===== config.mk =====
export PLATFORM = sky130hd
export DESIGN_NAME = pbus_master
export DESIGN_NICKNAME = d
export VERILOG_FILES = /design/src/rtl/pbus_pkg.sv /design/src/rtl/pbus_hold_timer.sv /design/src/rtl/pbus_tx_sel.sv /design/src/rtl/pbus_rx_word.sv /design/src/rtl/pbus_seq.sv /design/src/rtl/pbus_master.sv
export SDC_FILE = /design/constraint.sdc
export NUM_CORES = 1
export LEC_CHECK = 0
export BUFFER_PORTS_ARGS = -buffer_cell sky130_fd_sc_hd__buf_2
export CORE_ASPECT_RATIO = 1.5
export CORE_MARGIN = 5
export CORE_UTILIZATION = 58
export CTS_CLUSTER_DIAMETER = 120
export DETAILED_ROUTE_END_ITERATION = 16
export PLACE_DENSITY = 0.85
export SLEW_MARGIN = 5
export SYNTH_ARGS = -nofsm -noshare
export SYNTH_HDL_FRONTEND = slang
export SYNTH_SLANG_ARGS = --single-unit

===== constraint.sdc =====
create_clock -name clk_i -period 3.2 [get_ports clk_i]
set_clock_uncertainty 0.1 [all_clocks]
set_input_delay 0.64 -clock clk_i [delete_from_list [all_inputs] [get_ports clk_i]]
set_output_delay 0.64 -clock clk_i [all_outputs]
set_load 0.03 [all_outputs]

===== src/rtl/pbus_pkg.sv =====
package pbus_pkg;

  parameter int unsigned PBUS_BYTE_W = 8;

  typedef enum logic [3:0] {
    ST_IDLE,
    ST_DIR,
    ST_RST,
    ST_SET,
    ST_STB,
    ST_TURN,
    ST_CSH,
    ST_CSL,
    ST_RET
  } step_e;

  typedef enum logic [1:0] {
    PH_ADDR,
    PH_HI,
    PH_LO
  } phase_e;

  typedef struct packed {
    logic oe;
    logic cs_n;
    logic dir;
    logic stb;
    logic ale;
  } ctl_t;

  localparam ctl_t CTL_RESET = '{oe: 1'b1, cs_n: 1'b1, dir: 1'b1, stb: 1'b1, ale: 1'b1};

endpackage


===== src/rtl/pbus_hold_timer.sv =====
module pbus_hold_timer #(
  parameter int unsigned HOLD_CYCLES = 2
) (
  input  logic clk_i,
  input  logic rst_ni,
  input  logic load_i,
  output logic expired_o
);
  localparam int unsigned CNT_W = (HOLD_CYCLES > 1) ? $clog2(HOLD_CYCLES) : 1;
  localparam logic [CNT_W-1:0] RELOAD = CNT_W'(HOLD_CYCLES - 1);

  logic [CNT_W-1:0] cnt_q;

  always_ff @(posedge clk_i or negedge rst_ni) begin
    if (!rst_ni)              cnt_q <= '0;
    else if (load_i)          cnt_q <= RELOAD;
    else if (cnt_q != '0)     cnt_q <= cnt_q - 1'b1;
  end

  assign expired_o = (cnt_q == '0);
endmodule


===== src/rtl/pbus_tx_sel.sv =====
module pbus_tx_sel
  import pbus_pkg::*;
#(
  parameter int unsigned BYTE_W = PBUS_BYTE_W
) (
  input  phase_e              phase_i,
  input  logic [BYTE_W-1:0]   addr_i,
  input  logic [2*BYTE_W-1:0] wdata_i,
  output logic [BYTE_W-1:0]   byte_o
);
  always_comb begin
    unique case (phase_i)
      PH_ADDR: byte_o = addr_i;
      PH_HI:   byte_o = wdata_i[2*BYTE_W-1:BYTE_W];
      PH_LO:   byte_o = wdata_i[BYTE_W-1:0];
      default: byte_o = addr_i;
    endcase
  end
endmodule


===== src/rtl/pbus_rx_word.sv =====
module pbus_rx_word #(
  parameter int unsigned BYTE_W = 8
) (
  input  logic                clk_i,
  input  logic                rst_ni,
  input  logic                cap_i,
  input  logic                cap_hi_i,
  input  logic [BYTE_W-1:0]   byte_i,
  output logic [2*BYTE_W-1:0] word_o
);
  localparam int unsigned LANES = 2;

  for (genvar g = 0; g < LANES; g++) begin : g_lane
    logic [BYTE_W-1:0] lane_q;
    logic              sel;
    assign sel = cap_i && (cap_hi_i == (g == LANES - 1));

    always_ff @(posedge clk_i or negedge rst_ni) begin
      if (!rst_ni)  lane_q <= '0;
      else if (sel) lane_q <= byte_i;
    end

    assign word_o[g*BYTE_W +: BYTE_W] = lane_q;
  end
endmodule


===== src/rtl/pbus_seq.sv =====
module pbus_seq
  import pbus_pkg::*;
#(
  parameter int unsigned BYTE_W = PBUS_BYTE_W
) (
  input  logic              clk_i,
  input  logic              rst_ni,
  input  logic              start_i,
  input  logic              write_i,
  input  logic              expired_i,
  input  logic              rdy_i,
  input  logic [BYTE_W-1:0] tx_byte_i,
  output logic              accept_o,
  output logic              load_o,
  output logic              cap_o,
  output logic              cap_hi_o,
  output phase_e            phase_o,
  output logic              done_o,
  output logic [BYTE_W-1:0] data_o,
  output ctl_t              ctl_o
);
  step_e             st_q, st_d;
  phase_e            ph_q, ph_d;
  ctl_t              ctl_q, ctl_d;
  logic [BYTE_W-1:0] dat_q, dat_d;
  logic              wr_q, wr_d;
  logic              done_q, done_d;

  // start of every byte phase: select, strobe, latch and data low
  function automatic ctl_t phase_reset(ctl_t c);
    ctl_t r;
    r      = c;
    r.cs_n = 1'b0;
    r.stb  = 1'b0;
    r.ale  = 1'b0;
    return r;
  endfunction

  always_comb begin
    st_d     = st_q;
    ph_d     = ph_q;
    ctl_d    = ctl_q;
    dat_d    = dat_q;
    wr_d     = wr_q;
    done_d   = 1'b0;
    load_o   = 1'b0;
    cap_o    = 1'b0;
    accept_o = 1'b0;

    if (st_q == ST_IDLE) begin
      if (start_i) begin
        accept_o  = 1'b1;
        wr_d      = write_i;
        ctl_d.dir = write_i;
        st_d      = ST_DIR;
        load_o    = 1'b1;
      end
    end else if (expired_i) begin
      load_o = 1'b1;
      unique case (st_q)
        ST_DIR: begin
          ctl_d = phase_reset(ctl_q);
          dat_d = '0;
          ph_d  = PH_ADDR;
          st_d  = ST_RST;
        end
        ST_RST: begin
          if (ctl_q.oe) begin
            ctl_d.ale = (ph_q == PH_ADDR);
            dat_d     = tx_byte_i;
            st_d      = ST_SET;
          end else begin
            ctl_d.stb = 1'b1;
            st_d      = ST_STB;
          end
        end
        ST_SET: begin
          ctl_d.stb = 1'b1;
          st_d      = ST_STB;
        end
        ST_STB: begin
          cap_o = !ctl_q.oe;
          unique case (ph_q)
            PH_ADDR: begin
              if (wr_q) begin
                ctl_d = phase_reset(ctl_q);
                dat_d = '0;
                ph_d  = PH_HI;
                st_d  = ST_RST;
              end else begin
                ctl_d.oe = 1'b0;
                st_d     = ST_TURN;
              end
            end
            PH_HI: begin
              ctl_d = phase_reset(ctl_q);
              dat_d = '0;
              ph_d  = PH_LO;
              st_d  = ST_RST;
            end
            default: begin
              ctl_d.cs_n = 1'b1;
              st_d       = ST_CSH;
            end
          endcase
        end
        ST_TURN: begin
          ctl_d = phase_reset(ctl_q);
          dat_d = '0;
          ph_d  = PH_HI;
          st_d  = ST_RST;
        end
        ST_CSH: begin
          if (rdy_i && wr_q) begin
            ctl_d.cs_n = 1'b0;
            st_d       = ST_CSL;
          end else if (rdy_i) begin
            ctl_d = phase_reset(ctl_q);
            dat_d = '0;
            ph_d  = PH_HI;
            st_d  = ST_RST;
          end else begin
            ctl_d.oe = 1'b1;
            dat_d    = '1;
            st_d     = ST_RET;
          end
        end
        ST_CSL: begin
          ctl_d.cs_n = 1'b1;
          st_d       = ST_CSH;
        end
        ST_RET: begin
          done_d = 1'b1;
          load_o = 1'b0;
          st_d   = ST_IDLE;
        end
        default: st_d = ST_IDLE;
      endcase
    end
  end

  always_ff @(posedge clk_i or negedge rst_ni) begin
    if (!rst_ni) begin
      st_q   <= ST_IDLE;
      ph_q   <= PH_ADDR;
      ctl_q  <= CTL_RESET;
      dat_q  <= '1;
      wr_q   <= 1'b0;
      done_q <= 1'b0;
    end else begin
      st_q   <= st_d;
      ph_q   <= ph_d;
      ctl_q  <= ctl_d;
      dat_q  <= dat_d;
      wr_q   <= wr_d;
      done_q <= done_d;
    end
  end

  assign cap_hi_o = (ph_q == PH_HI);
  assign phase_o  = ph_q;
  assign done_o   = done_q;
  assign data_o   = dat_q;
  assign ctl_o    = ctl_q;
endmodule


===== src/rtl/pbus_master.sv =====
module pbus_master
  import pbus_pkg::*;
#(
  parameter int unsigned HOLD_CYCLES = 2,
  parameter int unsigned BYTE_W      = PBUS_BYTE_W
) (
  input  logic                clk_i,
  input  logic                rst_ni,
  input  logic                start_i,
  input  logic                write_i,
  input  logic [BYTE_W-1:0]   addr_i,
  input  logic [2*BYTE_W-1:0] wdata_i,
  output logic [2*BYTE_W-1:0] rdata_o,
  output logic                done_o,
  output logic [BYTE_W-1:0]   bus_data_o,
  output logic                bus_data_oe_o,
  input  logic [BYTE_W-1:0]   bus_data_i,
  output logic                bus_cs_no,
  output logic                bus_dir_o,
  output logic                bus_stb_o,
  output logic                bus_ale_o,
  input  logic                bus_rdy_i
);
  localparam int unsigned WORD_W = 2 * BYTE_W;

  logic [BYTE_W-1:0] addr_q;
  logic [WORD_W-1:0] wdata_q;
  logic              accept, load, expired, cap, cap_hi;
  phase_e            phase;
  logic [BYTE_W-1:0] tx_byte;
  ctl_t              ctl;

  always_ff @(posedge clk_i or negedge rst_ni) begin
    if (!rst_ni) begin
      addr_q  <= '0;
      wdata_q <= '0;
    end else if (accept) begin
      addr_q  <= addr_i;
      wdata_q <= wdata_i;
    end
  end

  pbus_hold_timer #(.HOLD_CYCLES(HOLD_CYCLES)) u_timer (
    .clk_i    (clk_i),
    .rst_ni   (rst_ni),
    .load_i   (load),
    .expired_o(expired)
  );

  pbus_tx_sel #(.BYTE_W(BYTE_W)) u_tx (
    .phase_i(phase),
    .addr_i (addr_q),
    .wdata_i(wdata_q),
    .byte_o (tx_byte)
  );

  pbus_seq #(.BYTE_W(BYTE_W)) u_seq (
    .clk_i    (clk_i),
    .rst_ni   (rst_ni),
    .start_i  (start_i),
    .write_i  (write_i),
    .expired_i(expired),
    .rdy_i    (bus_rdy_i),
    .tx_byte_i(tx_byte),
    .accept_o (accept),
    .load_o   (load),
    .cap_o    (cap),
    .cap_hi_o (cap_hi),
    .phase_o  (phase),
    .done_o   (done_o),
    .data_o   (bus_data_o),
    .ctl_o    (ctl)
  );

  pbus_rx_word #(.BYTE_W(BYTE_W)) u_rx (
    .clk_i   (clk_i),
    .rst_ni  (rst_ni),
    .cap_i   (cap),
    .cap_hi_i(cap_hi),
    .byte_i  (bus_data_i),
    .word_o  (rdata_o)
  );

  assign bus_data_oe_o = ctl.oe;
  assign bus_cs_no     = ctl.cs_n;
  assign bus_dir_o     = ctl.dir;
  assign bus_stb_o     = ctl.stb;
  assign bus_ale_o     = ctl.ale;
endmodule


==> flow_summary.ini, run 1 <==
[die]
dieArea_um2 = 6580
rows = 31
die_y_um = 96.9
pin_count = 67
start_util_pct = 60.2
core_area_um2 = 4850
die_w_um = 67.9

[finish]
nets = 351
antenna_cells = 0
syn_to_final_growth_pct = 18.7
drive_gt1_share_pct = 44.4
layout.cells.non_filler = 381
design_area_um2 = 3460
fillerInstances = 377

[clock_tree]
cts-root-buf = clkbuf_8
cts_hold_buffers = 0
cts_max_level = 3
cts_setup_buffers = 0
cts_tree = built
clk_path_buf_depth = 2
clock_latency_ns = 0.35
cts.sinks = 62
cts_resized = 0
cts_buffers = 9
clkTransAtPathRegs_ns = 0.07

[power]
p_leak_nw = 1.58
p_per_area_nw_per_um2 = 1050
power_mw = 3.62
ir_worst_vdd_uv = 508

[setup_path]
r2r_start = u_seq.phase_o[1]
endpoint_kind = register
start_kind = register
slowest_delay_ns = 0.51
rr_worst_depth = 7
rr_endpoint = u_seq.ctl_o[0]
cp.arrival_ns = 2.57
cp_slowest_cell = ha_1
cp_cell_sequence = inv_1, ha_1, nand2b_1, a41oi_1, o211a_1, nand2_1, a32o_1
crit_start = u_seq.phase_o[1]
path_class = register to register
crit_path_max_fanout = 17
cp.required_ns = 3.38
r2r_slack_ns = 0.80
endpoint = u_seq.ctl_o[0]

[sta]
maxSlewHeadroom_pct = 64.1
max_slew.worst_pin.slew_ns = 0.536
finalCriticalPeriod_ns = 2.40
period_share_pct = 74.9
rsz0062_at_grt = false
fmax_mhz = 417
tns_ns = 0
finalSetupViolations = 0
hold_viol = 0
drv_slew = 0

[route]
wl_um = 6230
met3_length_um = 346
drc = 0
m1WireLength_um = 2430
drt-wirelength-per-cell_um = 16.4
wl_met2_um = 3340
drt-initial-drc-count = 201
dr.pass1.iters = 4
antenna_left = 0
vias = 2147
via_per_inst = 5.64
top_layer_used = met4

[synth]
async_reset_ff_share_pct = 100
syn_nets = 287
netlist_area_um2 = 2920
yosys_register_bits = 62
syn_area_per_cell_um2 = 11.9
syn_inst = 246
synth_edf_count = 0
ys_seq_area_share_pct = 53.8
yosysUniqueCellTypes = 44
yosysWarningCount = 0
ys.flop_type = dfrtp_1

[placement]
hpwl_um = 4470
gp_congestion = 0.942
portBuffers = 66
dpl.cell_count = 365
dpl_cell_area_um2 = 3260

[grt]
overflow = 0
antenna_found_initial = 0
first_global_vias = 2133
grt_max_degree = 30
grt_pass1_wl_um = 10300
grtUsageTotal_pct = 21.1

[outcome]
status = completed

[min_path]
hold_path_class = input port to asynchronous set/reset pin

[run]
maxCapViolations = 0
cell type report:
class                           count  area [um2]  area share (%)
Sequential cell                    62        1570            45.3
Clock inverter                      4        45.0            1.30
Timing Repair Buffer               69         353            10.2
Multi-Input combinational cell    164        1240            35.9
Tap cell                           66        82.6            2.38
Clock buffer                       12         155            4.48
Inverter                            4        15.0           0.434
state kept, by name, summed over array words and instances, names as in the netlist:
register	flops
u_seq.wr_q	1
addr_q	8
u_seq.data_o	8
wdata_q	16
u_seq.ctl_o	5
u_rx.g_lane.lane_q	16
u_seq.phase_o	2
u_timer.cnt_q	1
u_seq.done_o	1
u_seq.st_q	4
critical path: cells and delay by family, from the launching register on:
kind / cells / cell delay [ns]
AO/OA/AOI/OAI: 3 / 0.95
AND/OR/NAND/NOR: 2 / 0.25
adder cells (fa/ha/maj): 1 / 0.51
buffers and inverters: 1 / 0.11
flip-flops: 1 / 0.40
logic make-up after synthesis:
logic type               share of synthesized area (%)
flip-flops                                        53.8
adder cells (fa/ha/maj)                           1.72
multiplexers                                      17.5
buffers and inverters                             3.56
AND/OR/NAND/NOR                                   10.6
AO/OA/AOI/OAI                                     12.9
worst min-delay path by stage:
stage | startpoint | slack, ns | end
after global placement | addr_q[1] | 0.37 | addr_q[1]
after detailed placement | addr_q[1] | 0.38 | addr_q[1]
after global routing | rst_ni | 0.14 | u_rx.g_lane[1].lane_q[0]
final | rst_ni | 0.11 | u_rx.g_lane[0].lane_q[0]
after CTS | rst_ni | 0.12 | u_rx.g_lane[0].lane_q[2]
after floorplan | rst_ni | 0.24 | addr_q[0]
metal layers:
metal | up-vias | GRT usage, %
met1 | 1057 | 24.9
met3 | 10 | 5.56
met2 | 64 | 34.2
met5 | - | 0
li1 | 1016 | -
met4 | 0 | 10.6
cell usage after synthesis (all sizes together), types with 4 or more instances:
| cell type | instances | share of area [%] |
|---|---|---|
| nand2 | 15 | 1.9 |
| a31oi | 10 | 2.1 |
| clkbuf | 7 | 0.90 |
| inv | 4 | 0.51 |
| dfstp | 13 | 12 |
| nor3 | 4 | 0.69 |
| mux2 | 44 | 17 |
| a211o | 8 | 2.4 |
| nor2 | 24 | 3.1 |
| buf | 9 | 2.1 |
| o21ai | 11 | 1.9 |
| nand2b | 5 | 1.1 |
| a22oi | 8 | 2.1 |
| ha | 4 | 1.7 |
| dfrtp | 49 | 42 |
where the power goes:
group | switching, mW | internal (mW) | total [mW]
logic | 0.863 | 0.648 | 1.51
registers | 0.261 | 1.16 | 1.42
clock network | 0.291 | 0.398 | 0.689
per-stage QoR:
step | hold slack (ns) | util, % | setup WS, ns
2_1_floorplan | 0.244 | - | 1.35
3_3_place_gp | 0.374 | 67.3 | 0.978
3_5_place_dp | 0.385 | 67.3 | 0.854
4_1_cts | 0.116 | 71.4 | 0.821
5_1_grt | 0.136 | 71.4 | 0.648
6_report | 0.107 | 71.4 | 0.803
placed cells by master (no fill, tap or decap), types with 2 or more instances in the layout:
cell type and n:
a211o_1 8, a211oi_1 2, a21oi_1 2, a22oi_1 8
a31oi_1 10, and3_1 2, buf_2 66, buf_4 3
clkbuf_8 11, clkinv_2 3, dfrtp_1 49, dfstp_2 13
ha_1 4, inv_1 4, mux2_1 4, mux2_2 39
nand2_1 15, nand2b_1 5, nand3_1 3, nand3b_1 3
nor2_1 24, nor3_1 4, o21ai_0 9, o21ai_1 2
o31ai_1 2
Note: power is estimated with default switching activity, not from simulation.
==> inputs of run 2 (changes only) <==
--- a/config.mk
+++ b/config.mk
@@ -8,10 +8,10 @@
 export BUFFER_PORTS_ARGS = -buffer_cell sky130_fd_sc_hd__buf_2
 export CORE_ASPECT_RATIO = 1.5
 export CORE_MARGIN = 5
-export CORE_UTILIZATION = 58
+export CORE_UTILIZATION = 53
 export CTS_CLUSTER_DIAMETER = 120
 export DETAILED_ROUTE_END_ITERATION = 16
-export PLACE_DENSITY = 0.85
+export PLACE_DENSITY = 0.79
 export SLEW_MARGIN = 5
 export SYNTH_ARGS = -nofsm -noshare
 export SYNTH_HDL_FRONTEND = slang
==> constraint.sdc (replaced) <==
create_clock -name clk_i -period 2.44 [get_ports clk_i]
set_clock_uncertainty 0.1 [all_clocks]
set_input_delay 0.488 -clock clk_i [delete_from_list [all_inputs] [get_ports clk_i]]
set_output_delay 0.488 -clock clk_i [all_outputs]
set_load 0.03 [all_outputs]
==> run 2 against run 1 <==
  * First-iteration DRC count is 36% lower
  * Sequential share of layout area is 0.69 points lower
  * Setup slack worse by 0.53 ns
  * Final area is 1.6% higher
  * Count of clock-buffer cells in the layout is 1 higher
  * Non-clock buffer count is 3 higher
  * Core utilization is 6.4 points lower
  * Fmax is 11% higher
  * Clock power is 47% higher
  * Critical endpoint is now u_seq.phase_o[1]
  * Largest power group unchanged
==> flow_summary.ini, run 2 (same netlist as run 1, synthesis figures left out) <==
[run]
maxCapViolations = 0

[sta]
period_share_pct = 88.7
fmax_mhz = 462
rsz0062_at_grt = false
drv_slew = 0
tns_ns = 0
finalCriticalPeriod_ns = 2.16
max_slew.worst_pin.slew_ns = 0.530
maxSlewHeadroom_pct = 64.7
hold_viol = 0
finalSetupViolations = 0

[die]
core_area_um2 = 5410
rows = 33
dieArea_um2 = 7120
die_w_um = 70.6
die_y_um = 101
start_util_pct = 53.9
pin_count = 67

[placement]
dpl.cell_count = 372
hpwl_um = 4740
portBuffers = 66
gp_congestion = 0.868

[setup_path]
cp_slowest_cell = dfrtp_1
cp_cell_sequence = inv_1, ha_1, nand2b_1, a41oi_1, and2_1, and3_4, mux2_4
slowest_delay_ns = 0.39
rr_endpoint = u_seq.phase_o[1]
rr_worst_depth = 7
crit_start = u_seq.phase_o[1]
cp.required_ns = 2.55
r2r_slack_ns = 0.28
cp_top_family = simple AND/OR/NAND/NOR gates
path_class = register to register
path_buf_inv = 1
r2r_start = u_seq.phase_o[1]
cp.arrival_ns = 2.27
crit_path_max_fanout = 9
start_kind = register
endpoint_kind = register

[finish]
syn_to_final_growth_pct = 20.6
final_common_cell = buf_2
fillerInstances = 422
multiInputGateArea_um2 = 1240
nets = 354
final_cell_mix = 66 x buf_2, 49 x dfrtp_1, 39 x mux2_2, 24 x nor2_1, 15 x nand2_1
antenna_cells = 0
seq_area_um2 = 1570
layout.cells.non_filler = 388
drive_gt1_share_pct = 44.7
reg_top3 = u_rx.g_lane.lane_q (16), wdata_q (16)

[power]
ir_worst_vdd_uv = 985
combPwrFrac_pct = 41.7
p_per_area_nw_per_um2 = 1390
p_leak_nw = 1.60
p_sw_share_pct = 38.1
p_seq_share_pct = 37.8
clkPwrFrac_pct = 20.5
p_int_mw = 3.03
p_sw_mw = 1.87

[grt]
antenna_found_initial = 0
overflow = 0
grtUsageTotal_pct = 19.5
grt_max_degree = 29
grt_pass1_wl_um = 10700
first_global_vias = 2308

[outcome]
status = completed

[clock_tree]
cts.sinks = 62
clkTransAtPathRegs_ns = 0.07
cts_resized = 0
cts-root-buf = clkbuf_8
cts_setup_buffers = 0
clk_path_buf_depth = 2
cts_tree = built
cts_hold_buffers = 0
clock_latency_ns = 0.33
cts_max_level = 3
cts_buffers = 9

[route]
wl_um = 6440
vias = 2190
drt-wirelength-per-cell_um = 16.6
via_per_inst = 5.64
drc = 0
antenna_left = 0
drt-initial-drc-count = 129
dr.pass1.iters = 4

[min_path]
hold_path_class = input port to asynchronous set/reset pin
==> run 2: cell types whose count changed in the layout (fill, tap and decap cells not counted), sizes merged <==
cell,change
buf,+3
clkbuf,+1
clkinv,-3
clkinvlp,+1
bufinv,+1
==> run 2: cell type report <==
type	instances	area share, %
repair buffers	72	10.7
well taps	70	2.49
flip-flops and latches	62	44.6
clock inverters	3	1.92
multi-input cells	164	35.4
clock buffers	13	4.52
inverters	4	0.427
==> run 2: stage by stage <==
step                total power, mW  cell area, um2  hold WS, ns  worst slack [ns]  util [%]
global placement               3.82            3290        0.375             0.455      60.8
detailed placement             3.89            3290        0.383             0.352      60.8
global route                   5.22            3520       0.0523             0.177      65.0
CTS                            4.92            3520       0.0236             0.308      65.0
finish                         4.90            3520       0.0256             0.276      65.0
floorplan                      3.40            2920       0.0924             0.594         -
==> run 2: worst max-delay path by stage <==
stage | slack (ns) | cells past startpoint | to
2_1_floorplan | 0.59 | 7 | u_seq.phase_o[1]
3_3_place_gp | 0.45 | 7 | u_seq.phase_o[1]
3_5_place_dp | 0.35 | 7 | u_seq.phase_o[1]
4_1_cts | 0.31 | 7 | u_seq.phase_o[1]
5_1_grt | 0.18 | 7 | u_seq.phase_o[1]
6_report | 0.28 | 7 | u_seq.phase_o[1]
==> run 2: metal layers <==
| layer | share of wire [%] | global-route usage, % |
|---|---|---|
| met4 | 2.1 | 12.6 |
| met2 | 55 | 34.6 |
| met1 | 38 | 20.9 |
| met5 | 0 | 0 |
| met3 | 4.8 | 3.69 |
==> run 2: power by group through the flow <==
| stage | Combinational (mW) | Sequential (mW) | Clock [mW] |
|---|---|---|---|
| detailed placement | 2.03 | 1.86 | 0 |
| finish | 2.04 | 1.85 | 1.01 |
| global placement | 1.97 | 1.85 | 0 |
| global route | 2.24 | 1.91 | 1.07 |
| floorplan | 1.36 | 2.04 | 0 |
| CTS | 2.05 | 1.85 | 1.03 |
